### config.mk
export PLATFORM = sky130hd
export DESIGN_NAME = rst_cause_regs
export DESIGN_NICKNAME = d
export VERILOG_FILES = /design/src/rtl/rcs_pkg.sv /design/src/rtl/rcs_ctrl.sv /design/src/rtl/rcs_datapath.sv /design/src/rtl/rst_cause_regs.sv
export SDC_FILE = /design/constraint.sdc
export NUM_CORES = 1
export LEC_CHECK = 0
export BUFFER_PORTS_ARGS = -buffer_cell sky130_fd_sc_hd__buf_2
export CAP_MARGIN = 10
export CORE_AREA = 2 2 42 44
export CTS_BUF_LIST = sky130_fd_sc_hd__clkbuf_4
export DETAILED_ROUTE_END_ITERATION = 10
export DIE_AREA = 0 0 44 46
export GPL_TIMING_DRIVEN = 0
export MAX_ROUTING_LAYER = met4
export PLACE_DENSITY = 0.74
export SLEW_MARGIN = 5
export SYNTH_ARGS = -nofsm -noshare
export SYNTH_HDL_FRONTEND = slang
export SYNTH_SLANG_ARGS = --single-unit
### constraint.sdc
create_clock -name clk -period 0.8 [get_ports clk]
set_input_delay 0.24 -clock clk [delete_from_list [all_inputs] [get_ports clk]]
set_output_delay 0.24 -clock clk [all_outputs]
set_load 0.005 [all_outputs]
### src/rtl/rcs_pkg.sv
package rcs_pkg;
  localparam int DATA_W    = 8;
  localparam int NUM_CAUSE = 7;
  localparam int POR_IDX   = NUM_CAUSE - 1;
  localparam int BRK_BIT   = 1;
  localparam int BRK_OFS   = 0;
  localparam int CAUSE_OFS = 1;

  typedef struct packed {
    logic rdBrk;
    logic rdCause;
    logic brkClr;
  } rcsStrobeT;
endpackage

### src/rtl/rcs_ctrl.sv
module rcs_ctrl
  import rcs_pkg::*;
#(
  parameter int ADDR_W = 4
) (
  input  logic [ADDR_W-1:0] addr,
  input  logic              rdEn,
  input  logic              wrEn,
  input  logic [DATA_W-1:0] wrData,
  output rcsStrobeT         strb
);
  localparam logic [ADDR_W-1:0] BRK_ADDR   = ADDR_W'(BRK_OFS);
  localparam logic [ADDR_W-1:0] CAUSE_ADDR = ADDR_W'(CAUSE_OFS);

  logic hitBrk;
  logic hitCause;

  assign hitBrk   = (addr == BRK_ADDR);
  assign hitCause = (addr == CAUSE_ADDR);

  always_comb begin
    strb.rdBrk   = rdEn & hitBrk;
    strb.rdCause = rdEn & hitCause;
    strb.brkClr  = wrEn & hitBrk & ~wrData[BRK_BIT];
  end
endmodule

### src/rtl/rcs_datapath.sv
module rcs_datapath
  import rcs_pkg::*;
(
  input  logic                 clk,
  input  logic                 rstN,
  input  rcsStrobeT            strb,
  input  logic [NUM_CAUSE-1:0] rstEvt,
  input  logic                 brkEvt,
  output logic [DATA_W-1:0]    rdData
);
  localparam logic [DATA_W-1:0] POR_VAL = DATA_W'(1) << (POR_IDX + 1);

  logic [NUM_CAUSE-1:0] causeBits;
  logic [DATA_W-1:0]    causeVal;
  logic [DATA_W-1:0]    brkVal;
  logic                 brkFlag;
  logic                 anyCause;

  assign anyCause = |rstEvt;
  assign causeVal = {causeBits, 1'b0};

  always_comb begin
    brkVal          = '0;
    brkVal[BRK_BIT] = brkFlag;
  end

  generate
    for (genvar i = 0; i < NUM_CAUSE; i++) begin : g_cause
      if (i == POR_IDX) begin : g_por
        always_ff @(posedge clk or negedge rstN) begin
          if (!rstN)          causeBits[i] <= 1'b1;
          else if (rstEvt[i]) causeBits[i] <= 1'b1;
          else                causeBits[i] <= causeBits[i] & ~strb.rdCause;
        end
      end else begin : g_other
        always_ff @(posedge clk or negedge rstN) begin
          if (!rstN)                causeBits[i] <= 1'b0;
          else if (rstEvt[POR_IDX]) causeBits[i] <= 1'b0;
          else causeBits[i] <= (causeBits[i] & ~strb.rdCause) | rstEvt[i];
        end
      end
    end
  endgenerate

  always_ff @(posedge clk or negedge rstN) begin
    if (!rstN)            brkFlag <= 1'b0;
    else if (anyCause)    brkFlag <= 1'b0;
    else if (brkEvt)      brkFlag <= 1'b1;
    else if (strb.brkClr) brkFlag <= 1'b0;
  end

  always_ff @(posedge clk or negedge rstN) begin
    if (!rstN)             rdData <= '0;
    else if (strb.rdCause) rdData <= causeVal;
    else if (strb.rdBrk)   rdData <= brkVal;
    else                   rdData <= '0;
  end


  por_wins_chk: assert property (@(posedge clk) disable iff (!rstN)
    rstEvt[POR_IDX] |=> (causeVal == POR_VAL));


  rd_clears_chk: assert property (@(posedge clk) disable iff (!rstN)
    (strb.rdCause && !anyCause) |=> (causeVal == '0));


  rd_value_chk: assert property (@(posedge clk) disable iff (!rstN)
    strb.rdCause |=> (rdData == $past(causeVal)));


  brk_set_chk: assert property (@(posedge clk) disable iff (!rstN)
    (brkEvt && !anyCause) |=> brkFlag);


  brk_cause_clr_chk: assert property (@(posedge clk) disable iff (!rstN)
    anyCause |=> !brkFlag);


  brk_wr_clr_chk: assert property (@(posedge clk) disable iff (!rstN)
    (strb.brkClr && !brkEvt && !anyCause) |=> !brkFlag);


  idle_zero_chk: assert property (@(posedge clk) disable iff (!rstN)
    (!strb.rdCause && !strb.rdBrk) |=> (rdData == '0));


  bit0_zero_chk: assert property (@(posedge clk) disable iff (!rstN)
    strb.rdCause |=> !rdData[0]);
endmodule

### src/rtl/rst_cause_regs.sv
module rst_cause_regs
  import rcs_pkg::*;
#(
  parameter int ADDR_W = 4
) (
  input  logic                 clk,
  input  logic                 rstN,
  input  logic [ADDR_W-1:0]    addr,
  input  logic                 rdEn,
  input  logic                 wrEn,
  input  logic [DATA_W-1:0]    wrData,
  output logic [DATA_W-1:0]    rdData,
  input  logic [NUM_CAUSE-1:0] rstEvt,
  input  logic                 brkEvt
);
  rcsStrobeT strb;

  rcs_ctrl #(.ADDR_W(ADDR_W)) u_ctrl (
    .addr   (addr),
    .rdEn   (rdEn),
    .wrEn   (wrEn),
    .wrData (wrData),
    .strb   (strb)
  );

  rcs_datapath u_dp (
    .clk    (clk),
    .rstN   (rstN),
    .strb   (strb),
    .rstEvt (rstEvt),
    .brkEvt (brkEvt),
    .rdData (rdData)
  );
endmodule

==> report_table.html, run 1 <==
<table>
<tr><th>Metric</th><th>Value</th></tr>
<tr><th colspan="2">Run status</th></tr>
<tr><td>Status</td><td>finished, violations left</td></tr>
<tr><td>Violations in the final reports</td><td>setup timing</td></tr>
<tr><th colspan="2">Worst setup path</th></tr>
<tr><td>Crit-path cells</td><td>buf_2</td></tr>
<tr><td>FF-to-FF path depth</td><td>2</td></tr>
<tr><td>Slowest library cell on the worst path</td><td>sky130_fd_sc_hd__dfrtp_1</td></tr>
<tr><td>Maximum net fanout on the critical path</td><td>1</td></tr>
<tr><td>Arrival time of data at the critical path endpoint</td><td>0.78 ns</td></tr>
<tr><td>Family with the most delay on the worst path</td><td>flip-flops</td></tr>
<tr><td>Critical register-to-register path endpoint</td><td>u_dp.rdData[1]$_DFF_PN0_</td></tr>
<tr><td>Origin of the critical flop-to-flop path</td><td>u_dp.causeBits[0]$_DFF_PN0_</td></tr>
<tr><td>Worst reg-to-reg setup slack</td><td>0 ns</td></tr>
<tr><td>Category of the critical setup timing path</td><td>flip-flop to output pin</td></tr>
<tr><td>Crit end category</td><td>output pin</td></tr>
<tr><td>Largest stage delay on the critical path</td><td>0.37 ns</td></tr>
<tr><td>Required time at the endpoint of the critical path</td><td>0.56 ns</td></tr>
<tr><td>Buffers &amp; Inverters on Critical Path</td><td>1</td></tr>
<tr><td>Setup crit start kind</td><td>flip-flop</td></tr>
<tr><th colspan="2">Final layout</th></tr>
<tr><td>Number of inserted diodes</td><td>0</td></tr>
<tr><td>Area overhead of the layout relative to synthesis</td><td>42.7%</td></tr>
<tr><td>Total number of nets in the final design</td><td>109</td></tr>
<tr><td>Most frequent standard cell in the layout excluding fill and tap cells</td><td>sky130_fd_sc_hd__buf_2</td></tr>
<tr><td>Commonest cells after routing, fill and taps aside</td><td>21 x sky130_fd_sc_hd__buf_2, 14 x sky130_fd_sc_hd__dfrtp_1, 6 x sky130_fd_sc_hd__inv_1, 4 x sky130_fd_sc_hd__and2_1, 4 x sky130_fd_sc_hd__o21ai_2</td></tr>
<tr><td>Layout cell share with drive strength beyond 1</td><td>0.560</td></tr>
<tr><td>Number of standard cells in the final layout excluding fillers</td><td>101</td></tr>
<tr><th colspan="2">Clock tree</th></tr>
<tr><td>Number of sinks handled by clock tree synthesis</td><td>15</td></tr>
<tr><td>Max Root-Sink Buffers</td><td>2</td></tr>
<tr><td>Clock Tree Root</td><td>sky130_fd_sc_hd__clkbuf_4</td></tr>
<tr><td>TritonCTS buffer count</td><td>3</td></tr>
<tr><td>CTS tree</td><td>done</td></tr>
<tr><td>Clk_lat worst skew</td><td>0.29 ns</td></tr>
<tr><td>Clk slew on worst S/H paths</td><td>0.09 ns</td></tr>
<tr><td>Post-CTS Repair Setup Buffers</td><td>0</td></tr>
<tr><td>H-tree level count</td><td>1</td></tr>
<tr><th colspan="2">Synth</th></tr>
<tr><td>Net Count, Synth</td><td>80</td></tr>
<tr><td>Mean area per synthesized cell</td><td>around 11 µm²</td></tr>
<tr><td>Syn. warnings</td><td>0</td></tr>
<tr><td>Sequential fraction of the synthesis area</td><td>0.607</td></tr>
<tr><td>Top cells by area, synth</td><td>sky130_fd_sc_hd__dfrtp_1 56%, sky130_fd_sc_hd__o21ai_0 5.6%, sky130_fd_sc_hd__and2_1 5.0%, sky130_fd_sc_hd__a21oi_1 4.8%, sky130_fd_sc_hd__dfstp_2 4.2%</td></tr>
<tr><td>Synth Register Bits</td><td>15</td></tr>
<tr><td>Syn Std Cell Area</td><td>a little over 600 µm²</td></tr>
<tr><td>Yosys top cell by area</td><td>sky130_fd_sc_hd__dfrtp_1</td></tr>
<tr><td>Distinct cell type count after synthesis</td><td>21</td></tr>
<tr><td>Portion of synthesized cell area occupied by the leading cell type</td><td>0.565</td></tr>
<tr><td>Gate count after technology mapping</td><td>between 50 and 60</td></tr>
<tr><th colspan="2">Floorplan</th></tr>
<tr><td>Initial Utilization</td><td>0.384</td></tr>
<tr><td>Die Span X</td><td>44 µm</td></tr>
<tr><td>Row count</td><td>15</td></tr>
<tr><td>Vertical die dimension</td><td>46 µm</td></tr>
<tr><td>Floorplan die area</td><td>0.00202 mm²</td></tr>
<tr><td>Core footprint</td><td>0.00161 mm²</td></tr>
<tr><td>Boundary Pins</td><td>32</td></tr>
<tr><th colspan="2">STA</th></tr>
<tr><td>Number of hold violations in the final report</td><td>0</td></tr>
<tr><td>TNS Setup</td><td>-2.75 ns</td></tr>
<tr><td>F_max</td><td>about 1000 MHz</td></tr>
<tr><td>Final number of setup-violating endpoints</td><td>22</td></tr>
<tr><td>Post-route worst setup slack</td><td>-0.221 ns</td></tr>
<tr><td>Final critical-path share of the clock period</td><td>1.28</td></tr>
<tr><td>RSZ-0062 raised after global routing</td><td>yes</td></tr>
<tr><td>Clock period minus worst slack</td><td>slightly above 1 ns</td></tr>
<tr><td>Pins over their slew limit</td><td>0</td></tr>
<tr><td>Setup clock skew after layout</td><td>0.00418 ns</td></tr>
<tr><th colspan="2">Routing</th></tr>
<tr><td>Number of optimization iterations in the first detailed-route pass</td><td>1</td></tr>
<tr><td>Number of DRC violations after detailed routing</td><td>0</td></tr>
<tr><td>Sum of routed wire length over all layers</td><td>1.29 mm</td></tr>
<tr><td>Routed length on met2</td><td>about 650 µm</td></tr>
<tr><td>Violation count after the first detailed-route iteration</td><td>0</td></tr>
<tr><td>Met3 Wirelength</td><td>just over 90 µm</td></tr>
<tr><td>M1 wire length</td><td>510 µm</td></tr>
<tr><td>Vias per inst</td><td>4.83</td></tr>
<tr><td>Vias</td><td>488</td></tr>
<tr><td>DRT antenna net count</td><td>0</td></tr>
<tr><td>Highest Signal Layer</td><td>met4</td></tr>
<tr><td>Per-cell routed wire length</td><td>12.7 µm</td></tr>
<tr><th colspan="2">Power and ir drop</th></tr>
<tr><td>Largest voltage drop on the vdd net</td><td>0.674 mV</td></tr>
<tr><td>Total power density per cell area</td><td>about 1600 mW/mm²</td></tr>
<tr><td>Leakage dissipation</td><td>0.000450 µW</td></tr>
<tr><td>Total power</td><td>1430 µW</td></tr>
<tr><th colspan="2">Global routing</th></tr>
<tr><td>Via count of the first global-routing pass</td><td>500</td></tr>
<tr><td>Grt ovf</td><td>0</td></tr>
<tr><td>Maximum number of pins on one net before global-route repair</td><td>16</td></tr>
<tr><td>Global-route wire length before repair</td><td>roughly 2.1 mm</td></tr>
<tr><td>Overall fraction of global-route tracks in use</td><td>0.156</td></tr>
<tr><td>Initial antenna violation count</td><td>0</td></tr>
<tr><th colspan="2">Place</th></tr>
<tr><td>Total instance count after detailed placement</td><td>95</td></tr>
<tr><td>Input/output buffers</td><td>22</td></tr>
<tr><td>Final weighted congestion of routability-driven global placement</td><td>~0.67</td></tr>
<tr><th colspan="2">Worst hold path</th></tr>
<tr><td>Worst min-delay path endpoint</td><td>u_dp.causeBits[1]$_DFF_PN0_</td></tr>
<tr><td>HP Start</td><td>rstEvt[1]</td></tr>
<tr><td>Classification of the worst-slack hold path</td><td>input pin to flip-flop</td></tr>
<tr><td>Worst hold stages</td><td>3</td></tr>
<tr><th colspan="2">Run</th></tr>
<tr><td>Number of maximum-capacitance constraint violations</td><td>0</td></tr>
</table>
[per-stage QoR]
| stage | cell area, µm² | setup slack, ns | utilization | hold WS, ns |
|---|---|---|---|---|
| 6_report | 886 | -0.221 | 0.549 | 0.183 |
| 5_1_grt | 886 | -0.246 | 0.549 | 0.192 |
| 4_1_cts | 845 | -0.218 | 0.523 | 0.186 |
| 3_5_place_dp | 752 | -0.509 | 0.466 | 0.152 |
| 3_3_place_gp | 752 | -0.453 | 0.466 | 0.150 |
| 2_1_floorplan | 621 | -0.333 | - | -0.0556 |
[layout make-up]
cell class	count	area, µm²
Fill cell	154	728
Sequential cell	15	377
Multi-Input combinational cell	31	270
Timing Repair Buffer	24	138
Buffer	3	26.3
Inverter	7	26.3
Clock buffer	3	22.5
Tap cell	17	21.3
Clock inverter	1	5.00
[Yosys cell counts (all sizes together)]
master and number:
dfrtp 14, inv 7, o21ai 7, a21oi 6, and2 5, buf 2, nor3 2, nor4 2
clkbuf 1, conb 1, dfstp 1, mux2i 1, nand2 1, nand2b 1, nand3 1, nor2 1
nor3b 1, o21bai 1, or3 1
[how the worst max path moves through the flow]
stage | start | end | slack (ns) | cells past startpoint
2_1_floorplan | addr[1] | u_dp.brkFlag$_DFFE_PN0P_ | -0.33 | 4
4_1_cts | u_dp.rdData[1]$_DFF_PN0_ | rdData[1] | -0.22 | 1
6_report | u_dp.rdData[4]$_DFF_PN0_ | rdData[4] | -0.22 | 1
3_5_place_dp | addr[1] | u_dp.causeBits[3]$_DFF_PN0_ | -0.51 | 5
5_1_grt | u_dp.rdData[2]$_DFF_PN0_ | rdData[2] | -0.25 | 1
3_3_place_gp | addr[1] | u_dp.brkFlag$_DFFE_PN0P_ | -0.45 | 5
[kinds of logic after synthesis]
family / count (synthesis) / synth area share
buffers and inverters: 10 / 0.0786
multiplexers: 1 / 0.0161
other: 1 / 0.00604
AND/OR/NAND/NOR: 15 / 0.175
AO/OA/AOI/OAI: 14 / 0.117
flip-flops: 15 / 0.607
[registers in the layout, summed over array words and instances, names as in the netlist]
register,count
u_dp.brkFlag,1
u_dp.causeBits,7
u_dp.rdData,7
[what timing repair did]
| item | CTS | global route |
|---|---|---|
| endpoints found under the hold margin | 14 | 0 |
| endpoints found under the setup margin | 22 | 22 |
| hold buffers | 1 | 0 |
| pin swaps | 14 | 6 |
| gates resized for setup | 19 | 9 |
| gates cloned | 1 | 0 |
[layer usage]
layer  up-vias  GRT usage
met4         0     0.0909
met5         -          -
met3         3     0.0397
met2        21      0.274
met1       225      0.157
li1        239          -
[power by group]
| group | total [µW] | switching (µW) | internal (µW) |
|---|---|---|---|
| registers | 801 | 17.6 | 784 |
| clock network | 440 | 254 | 186 |
| logic | 188 | 102 | 86.1 |
| total | 1430 | 374 | 1060 |
No activity file was read; power rests on OpenSTA's default activity.
==> run 2, diff against run 1 <==
--- a/config.mk
+++ b/config.mk
@@ -7,13 +7,13 @@
 export LEC_CHECK = 0
 export BUFFER_PORTS_ARGS = -buffer_cell sky130_fd_sc_hd__buf_2
 export CAP_MARGIN = 10
-export CORE_AREA = 2 2 42 44
+export CORE_AREA = 2 2 39 41
 export CTS_BUF_LIST = sky130_fd_sc_hd__clkbuf_4
 export DETAILED_ROUTE_END_ITERATION = 10
-export DIE_AREA = 0 0 44 46
+export DIE_AREA = 0 0 41 43
 export GPL_TIMING_DRIVEN = 0
 export MAX_ROUTING_LAYER = met4
-export PLACE_DENSITY = 0.74
+export PLACE_DENSITY = 0.82
 export SLEW_MARGIN = 5
 export SYNTH_ARGS = -nofsm -noshare
 export SYNTH_HDL_FRONTEND = slang
==> constraint.sdc (replaced) <==
create_clock -name clk -period 1.2 [get_ports clk]
set_input_delay 0.36 -clock clk [delete_from_list [all_inputs] [get_ports clk]]
set_output_delay 0.36 -clock clk [all_outputs]
set_load 0.005 [all_outputs]
==> report_table.html, run 2 (synthesis gave the netlist of run 1 again) <==
<table>
<tr><th>Metric</th><th>Value</th></tr>
<tr><th colspan="2">Worst setup path</th></tr>
<tr><td>Crit-path cells</td><td>buf_2</td></tr>
<tr><td>Maximum net fanout on the critical path</td><td>1</td></tr>
<tr><td>Family with the most delay on the worst path</td><td>flip-flops</td></tr>
<tr><td>Largest stage delay on the critical path</td><td>between 0.3 and 0.4 ns</td></tr>
<tr><td>Category of the critical setup timing path</td><td>flip-flop to output pin</td></tr>
<tr><td>Slowest library cell on the worst path</td><td>sky130_fd_sc_hd__dfrtp_1</td></tr>
<tr><td>Crit end category</td><td>output pin</td></tr>
<tr><td>Buffers &amp; Inverters on Critical Path</td><td>1</td></tr>
<tr><td>Required time at the endpoint of the critical path</td><td>0.84 ns</td></tr>
<tr><td>Arrival time of data at the critical path endpoint</td><td>0.76 ns</td></tr>
<tr><td>Setup crit start kind</td><td>flip-flop</td></tr>
<tr><th colspan="2">STA</th></tr>
<tr><td>RSZ-0062 raised after global routing</td><td>no</td></tr>
<tr><td>Final number of setup-violating endpoints</td><td>0</td></tr>
<tr><td>Pins over their slew limit</td><td>0</td></tr>
<tr><td>Final critical-path share of the clock period</td><td>0.930</td></tr>
<tr><td>F_max</td><td>around 900 MHz</td></tr>
<tr><td>Setup clock skew after layout</td><td>0.000518 ns</td></tr>
<tr><td>Clock period minus worst slack</td><td>1.12 ns</td></tr>
<tr><td>Number of hold violations in the final report</td><td>0</td></tr>
<tr><th colspan="2">Clock tree</th></tr>
<tr><td>Max Root-Sink Buffers</td><td>2</td></tr>
<tr><td>Post-CTS Repair Setup Buffers</td><td>0</td></tr>
<tr><td>Clk slew on worst S/H paths</td><td>about 0.080 ns</td></tr>
<tr><td>Clock Tree Root</td><td>sky130_fd_sc_hd__clkbuf_4</td></tr>
<tr><td>H-tree level count</td><td>1</td></tr>
<tr><td>Number of sinks handled by clock tree synthesis</td><td>15</td></tr>
<tr><td>Clk_lat worst skew</td><td>0.27 ns</td></tr>
<tr><td>CTS tree</td><td>done</td></tr>
<tr><td>TritonCTS buffer count</td><td>3</td></tr>
<tr><th colspan="2">Floorplan</th></tr>
<tr><td>Die Span X</td><td>41 µm</td></tr>
<tr><td>Row count</td><td>14</td></tr>
<tr><td>Boundary Pins</td><td>32</td></tr>
<tr><td>Vertical die dimension</td><td>43 µm</td></tr>
<tr><td>Initial Utilization</td><td>0.448</td></tr>
<tr><td>Floorplan die area</td><td>approximately 0.0018 mm²</td></tr>
<tr><td>Core footprint</td><td>0.00138 mm²</td></tr>
<tr><th colspan="2">Global routing</th></tr>
<tr><td>Grt ovf</td><td>0</td></tr>
<tr><td>Maximum number of pins on one net before global-route repair</td><td>16</td></tr>
<tr><td>Overall fraction of global-route tracks in use</td><td>0.140</td></tr>
<tr><td>Via count of the first global-routing pass</td><td>438</td></tr>
<tr><td>Initial antenna violation count</td><td>0</td></tr>
<tr><td>Global-route wire length before repair</td><td>~1.6 mm</td></tr>
<tr><th colspan="2">Place</th></tr>
<tr><td>Total instance count after detailed placement</td><td>94</td></tr>
<tr><td>Final weighted congestion of routability-driven global placement</td><td>approximately 0.76</td></tr>
<tr><td>Area post-placement</td><td>751 µm²</td></tr>
<tr><td>Post-detail-place hpwl</td><td>780 µm</td></tr>
<tr><td>Input/output buffers</td><td>22</td></tr>
<tr><th colspan="2">Final layout</th></tr>
<tr><td>Layout cell share with drive strength beyond 1</td><td>0.373</td></tr>
<tr><td>Total number of nets in the final design</td><td>108</td></tr>
<tr><td>Largest registers</td><td>u_dp.causeBits: 7 flops, u_dp.rdData: 7 flops, u_dp.brkFlag: 1 flops</td></tr>
<tr><td>Number of standard cells in the final layout excluding fillers</td><td>about 100</td></tr>
<tr><td>Footprint of the multi-input gates</td><td>195 µm²</td></tr>
<tr><td>Commonest cells after routing, fill and taps aside</td><td>22 x sky130_fd_sc_hd__buf_2, 14 x sky130_fd_sc_hd__dfrtp_1, 7 x sky130_fd_sc_hd__inv_1, 7 x sky130_fd_sc_hd__o21ai_0, 6 x sky130_fd_sc_hd__a21oi_1</td></tr>
<tr><td>Fillers</td><td>135</td></tr>
<tr><td>Sequential cell area</td><td>about 380 µm²</td></tr>
<tr><td>Area overhead of the layout relative to synthesis</td><td>27.4%</td></tr>
<tr><td>Most frequent standard cell in the layout excluding fill and tap cells</td><td>sky130_fd_sc_hd__buf_2</td></tr>
<tr><td>Number of inserted diodes</td><td>0</td></tr>
<tr><td>Total non-filler cell area in the finished layout</td><td>791 µm²</td></tr>
<tr><th colspan="2">Power and ir drop</th></tr>
<tr><td>Part of the total power dissipated in combinational logic</td><td>0.100</td></tr>
<tr><td>Proportion of power drawn by the clock network</td><td>0.320</td></tr>
<tr><td>Leakage dissipation</td><td>0.000430 µW</td></tr>
<tr><td>Net switching fraction of the power</td><td>0.216</td></tr>
<tr><td>Largest voltage drop on the vdd net</td><td>0.678 mV</td></tr>
<tr><td>Total power density per cell area</td><td>1150 mW/mm²</td></tr>
<tr><td>Pint</td><td>about 710 µW</td></tr>
<tr><td>Relative contribution of sequential cells to total power</td><td>0.580</td></tr>
<tr><td>Net switching power</td><td>between 150 and 200 µW</td></tr>
<tr><th colspan="2">Run</th></tr>
<tr><td>Number of maximum-capacitance constraint violations</td><td>0</td></tr>
<tr><th colspan="2">Routing</th></tr>
<tr><td>Vias</td><td>roughly 470</td></tr>
<tr><td>Vias per inst</td><td>~4.7</td></tr>
<tr><td>Number of DRC violations after detailed routing</td><td>0</td></tr>
<tr><td>Violation count after the first detailed-route iteration</td><td>12</td></tr>
<tr><td>Number of optimization iterations in the first detailed-route pass</td><td>4</td></tr>
<tr><td>DRT antenna net count</td><td>0</td></tr>
<tr><td>Sum of routed wire length over all layers</td><td>~980 µm</td></tr>
<tr><td>Per-cell routed wire length</td><td>9.93 µm</td></tr>
<tr><th colspan="2">Run status</th></tr>
<tr><td>Status</td><td>completed</td></tr>
<tr><th colspan="2">Worst hold path</th></tr>
<tr><td>Classification of the worst-slack hold path</td><td>input pin to flip-flop</td></tr>
</table>
-- run 2: worst paths after layout --
check	depth (start not counted)	startpoint	endpoint	slack, ns
min	3	rstEvt[1]	u_dp.causeBits[1]$_DFF_PN0_	0.32
max reg2reg	2	u_dp.causeBits[6]$_DFF_PN1_	u_dp.rdData[7]$_DFF_PN0_	0.38
max	1	u_dp.rdData[5]$_DFF_PN0_	rdData[5]	0.08
max in group asynchronous	2	rstN	u_dp.causeBits[6]$_DFF_PN1_	0.39
min reg2reg	1	u_dp.causeBits[2]$_DFF_PN0_	u_dp.rdData[3]$_DFF_PN0_	0.48
min in group asynchronous	2	rstN	u_dp.rdData[2]$_DFF_PN0_	0.52
-- run 2: final cells by class --
cell class / count / share of cell area
flip-flops and latches: 15 / 0.476
multi-input cells: 31 / 0.247
repair buffers: 23 / 0.152
clock buffers: 4 / 0.0380
inverters: 7 / 0.0332
plain buffers: 3 / 0.0285
well taps: 16 / 0.0253
-- run 2: power groups by stage --
stage	clock network, µW	registers [µW]	logic, µW
floorplan	0	537	43.2
global placement	0	538	87.5
detailed placement	0	539	90.3
CTS	305	529	92.9
global route	325	531	104
finish	292	529	91.0
-- run 2: tightest hold or removal path, cell delays in order --
cell and delay (ns):
sky130_fd_sc_hd__buf_2 0.10, sky130_fd_sc_hd__inv_1 0.04, sky130_fd_sc_hd__a21oi_1 0.05
-- run 2: through the flow --
| stage | setup TNS, ns | hold slack, ns | power, µW | setup slack, ns | util |
|---|---|---|---|---|---|
| after global placement | -1.82 | 0.269 | 625 | -0.175 | 0.542 |
| final | 0 | 0.325 | 911 | 0.0845 | 0.571 |
| after global routing | 0 | 0.330 | 960 | 0.0366 | 0.571 |
| after floorplan | -0.216 | 0.0644 | 580 | -0.0532 | - |
| after CTS | 0 | 0.322 | 927 | 0.0701 | 0.571 |
| after detailed placement | -2.19 | 0.277 | 629 | -0.196 | 0.542 |
-- run 2: what timing repair did --
item | CTS | global route
resized for setup | 0 | 0
hold buffers | 1 | 0
hold endpoints to repair | 14 | 0
endpoints found under the setup margin | 0 | 0
-- run 2: metal layers --
layer	vias up	wire (µm)	global-route usage
li1	237	-	-
met1	217	406	0.164
met2	14	521	0.219
met3	0	56	0.0314
met4	0	0	0.0600
met5	-	0	-
==> run 3, diff against run 2 <==
--- a/config.mk
+++ b/config.mk
@@ -14,6 +14,7 @@
 export GPL_TIMING_DRIVEN = 0
 export MAX_ROUTING_LAYER = met4
 export PLACE_DENSITY = 0.82
+export RECOVER_POWER = 25
 export SLEW_MARGIN = 5
 export SYNTH_ARGS = -nofsm -noshare
 export SYNTH_HDL_FRONTEND = slang
==> report_table.html, run 3 (synthesis gave the netlist of run 1 again) <==
<table>
<tr><th>Metric</th><th>Value</th></tr>
<tr><th colspan="2">Worst setup path</th></tr>
<tr><td>Arrival time of data at the critical path endpoint</td><td>0.75 ns</td></tr>
<tr><td>Slowest library cell on the worst path</td><td>sky130_fd_sc_hd__dfrtp_1</td></tr>
<tr><td>Family with the most delay on the worst path</td><td>flip-flops</td></tr>
<tr><td>Largest stage delay on the critical path</td><td>0.37 ns</td></tr>
<tr><td>Crit-path cells</td><td>buf_2</td></tr>
<tr><td>Crit end category</td><td>output pin</td></tr>
<tr><td>Setup crit start kind</td><td>flip-flop</td></tr>
<tr><td>Category of the critical setup timing path</td><td>flip-flop to output pin</td></tr>
<tr><td>Maximum net fanout on the critical path</td><td>1</td></tr>
<tr><td>Required time at the endpoint of the critical path</td><td>roughly 0.84 ns</td></tr>
<tr><td>Number of cells on the critical path</td><td>1</td></tr>
<tr><td>Worst setup path startpoint</td><td>u_dp.rdData[5]$_DFF_PN0_</td></tr>
<tr><td>Origin of the critical flop-to-flop path</td><td>u_dp.causeBits[6]$_DFF_PN1_</td></tr>
<tr><td>Buffers &amp; Inverters on Critical Path</td><td>1</td></tr>
<tr><td>Worst reg-to-reg setup slack</td><td>about 0.38 ns</td></tr>
<tr><td>FF-to-FF path depth</td><td>2</td></tr>
<tr><td>Critical register-to-register path endpoint</td><td>u_dp.rdData[7]$_DFF_PN0_</td></tr>
<tr><th colspan="2">Place</th></tr>
<tr><td>Post-detail-place hpwl</td><td>between 700 and 800 µm</td></tr>
<tr><td>Final weighted congestion of routability-driven global placement</td><td>0.755</td></tr>
<tr><td>Total instance count after detailed placement</td><td>94</td></tr>
<tr><td>Input/output buffers</td><td>22</td></tr>
<tr><td>Minimum setup slack after placement</td><td>-0.196 ns</td></tr>
<tr><th colspan="2">Worst hold path</th></tr>
<tr><td>Classification of the worst-slack hold path</td><td>input pin to flip-flop</td></tr>
<tr><td>HP Start</td><td>rstEvt[1]</td></tr>
<tr><td>Worst min-delay path endpoint</td><td>u_dp.causeBits[1]$_DFF_PN0_</td></tr>
<tr><td>Worst hold stages</td><td>3</td></tr>
<tr><th colspan="2">Floorplan</th></tr>
<tr><td>Core footprint</td><td>0.00138 mm²</td></tr>
<tr><td>Floorplan die area</td><td>~0.0018 mm²</td></tr>
<tr><td>Boundary Pins</td><td>32</td></tr>
<tr><td>Die Span X</td><td>41 µm</td></tr>
<tr><td>Initial Utilization</td><td>0.448</td></tr>
<tr><td>Row count</td><td>14</td></tr>
<tr><td>Vertical die dimension</td><td>43 µm</td></tr>
<tr><th colspan="2">STA</th></tr>
<tr><td>Final critical-path share of the clock period</td><td>0.928</td></tr>
<tr><td>Setup clock skew after layout</td><td>0.000518 ns</td></tr>
<tr><td>Clock period minus worst slack</td><td>1.11 ns</td></tr>
<tr><td>Final number of setup-violating endpoints</td><td>0</td></tr>
<tr><td>RSZ-0062 raised after global routing</td><td>no</td></tr>
<tr><td>Number of hold violations in the final report</td><td>0</td></tr>
<tr><td>Pins over their slew limit</td><td>0</td></tr>
<tr><td>Post-route worst setup slack</td><td>around 0.086 ns</td></tr>
<tr><td>F_max</td><td>898 MHz</td></tr>
<tr><th colspan="2">Routing</th></tr>
<tr><td>Violation count after the first detailed-route iteration</td><td>12</td></tr>
<tr><td>Sum of routed wire length over all layers</td><td>984 µm</td></tr>
<tr><td>Per-cell routed wire length</td><td>9.94 µm</td></tr>
<tr><td>Vias per inst</td><td>4.73</td></tr>
<tr><td>Number of optimization iterations in the first detailed-route pass</td><td>4</td></tr>
<tr><td>Vias</td><td>468</td></tr>
<tr><td>DRT antenna net count</td><td>0</td></tr>
<tr><td>Number of DRC violations after detailed routing</td><td>0</td></tr>
<tr><th colspan="2">Clock tree</th></tr>
<tr><td>Max Root-Sink Buffers</td><td>2</td></tr>
<tr><td>H-tree level count</td><td>1</td></tr>
<tr><td>CTS tree</td><td>done</td></tr>
<tr><td>TritonCTS buffer count</td><td>3</td></tr>
<tr><td>Clk slew on worst S/H paths</td><td>0.08 ns</td></tr>
<tr><td>Hold-fix buffer count after cts</td><td>1</td></tr>
<tr><td>Number of sinks handled by clock tree synthesis</td><td>15</td></tr>
<tr><td>Clock Tree Root</td><td>sky130_fd_sc_hd__clkbuf_4</td></tr>
<tr><td>Number of instances resized during post-cts repair</td><td>0</td></tr>
<tr><td>Clk_lat worst skew</td><td>0.27 ns</td></tr>
<tr><td>Post-CTS Repair Setup Buffers</td><td>0</td></tr>
<tr><th colspan="2">Power and ir drop</th></tr>
<tr><td>Pint</td><td>715 µW</td></tr>
<tr><td>Relative contribution of sequential cells to total power</td><td>0.580</td></tr>
<tr><td>Total power</td><td>approximately 910 µW</td></tr>
<tr><td>Largest voltage drop on the vdd net</td><td>just under 0.7 mV</td></tr>
<tr><td>Net switching fraction of the power</td><td>0.216</td></tr>
<tr><td>Leakage dissipation</td><td>0.000430 µW</td></tr>
<tr><td>Proportion of power drawn by the clock network</td><td>0.320</td></tr>
<tr><td>Part of the total power dissipated in combinational logic</td><td>0.100</td></tr>
<tr><td>Total power density per cell area</td><td>1150 mW/mm²</td></tr>
<tr><td>Net switching power</td><td>197 µW</td></tr>
<tr><th colspan="2">Global routing</th></tr>
<tr><td>Global-route wire length before repair</td><td>1.64 mm</td></tr>
<tr><td>Overall fraction of global-route tracks in use</td><td>0.140</td></tr>
<tr><td>Maximum number of pins on one net before global-route repair</td><td>16</td></tr>
<tr><td>Grt ovf</td><td>0</td></tr>
<tr><td>Via count of the first global-routing pass</td><td>438</td></tr>
<tr><td>Initial antenna violation count</td><td>0</td></tr>
<tr><th colspan="2">Final layout</th></tr>
<tr><td>Largest registers</td><td>u_dp.causeBits: 7 flops, u_dp.rdData: 7 flops, u_dp.brkFlag: 1 flops</td></tr>
<tr><td>Total number of nets in the final design</td><td>around 110</td></tr>
<tr><td>Area overhead of the layout relative to synthesis</td><td>27.4%</td></tr>
<tr><td>Util after Layout</td><td>0.571</td></tr>
<tr><td>Fillers</td><td>around 140</td></tr>
<tr><td>Number of standard cells in the final layout excluding fillers</td><td>approximately 100</td></tr>
<tr><td>Most frequent standard cell in the layout excluding fill and tap cells</td><td>sky130_fd_sc_hd__buf_2</td></tr>
<tr><td>Layout cell share with drive strength beyond 1</td><td>0.373</td></tr>
<tr><td>Number of inserted diodes</td><td>0</td></tr>
<tr><td>Commonest cells after routing, fill and taps aside</td><td>21 x sky130_fd_sc_hd__buf_2, 14 x sky130_fd_sc_hd__dfrtp_1, 7 x sky130_fd_sc_hd__inv_1, 7 x sky130_fd_sc_hd__o21ai_0, 6 x sky130_fd_sc_hd__a21oi_1</td></tr>
<tr><th colspan="2">Run status</th></tr>
<tr><td>Status</td><td>completed</td></tr>
<tr><th colspan="2">Run</th></tr>
<tr><td>Number of maximum-capacitance constraint violations</td><td>0</td></tr>
</table>
run 3: changes by cell type in the layout (fill, tap and decap cells not counted):
cell                       change
sky130_fd_sc_hd__buf_2         -1
sky130_fd_sc_hd__clkbuf_2      +1
run 3: cell type report:
type                       instances  area, µm²  share of cell area
timing repair buffer              23        120               0.152
inverter                           7       26.3              0.0332
tap                               16       20.0              0.0253
sequential                        15        377               0.476
buffer                             3       22.5              0.0285
multi-input combinational         31        195               0.247
clock buffer                       4       30.0              0.0380
run 3: metal layers:
layer,vias to the layer above,global-route usage,part of all wire
met1,217,0.164,0.41
li1,237,-,-
met5,-,-,0
met4,0,0.0600,0
met3,0,0.0314,0.057
met2,14,0.219,0.53
run 3: power groups by stage:
stage / combinational, µW / clock [µW] / sequential [µW]
floorplan: 43.2 / 0 / 537
global placement: 87.5 / 0 / 538
detailed placement: 90.3 / 0 / 539
CTS: 92.9 / 305 / 529
global route: 104 / 325 / 531
finish: 91.0 / 292 / 529
run 3: worst max-delay path by stage:
| stage | end |
|---|---|
| floorplan | u_dp.brkFlag$_DFFE_PN0P_ |
| global placement | u_dp.brkFlag$_DFFE_PN0P_ |
| detailed placement | u_dp.brkFlag$_DFFE_PN0P_ |
| CTS | rdData[5] |
| global route | rdData[5] |
| finish | rdData[5] |
run 3: per-stage QoR:
stage / TNS [ns] / cell area (µm²) / hold slack (ns)
after floorplan: -0.216 / 621 / 0.0644
after global placement: -1.82 / 751 / 0.269
after detailed placement: -2.19 / 751 / 0.277
after CTS: 0 / 791 / 0.322
after global routing: 0 / 791 / 0.330
final: 0 / 791 / 0.325
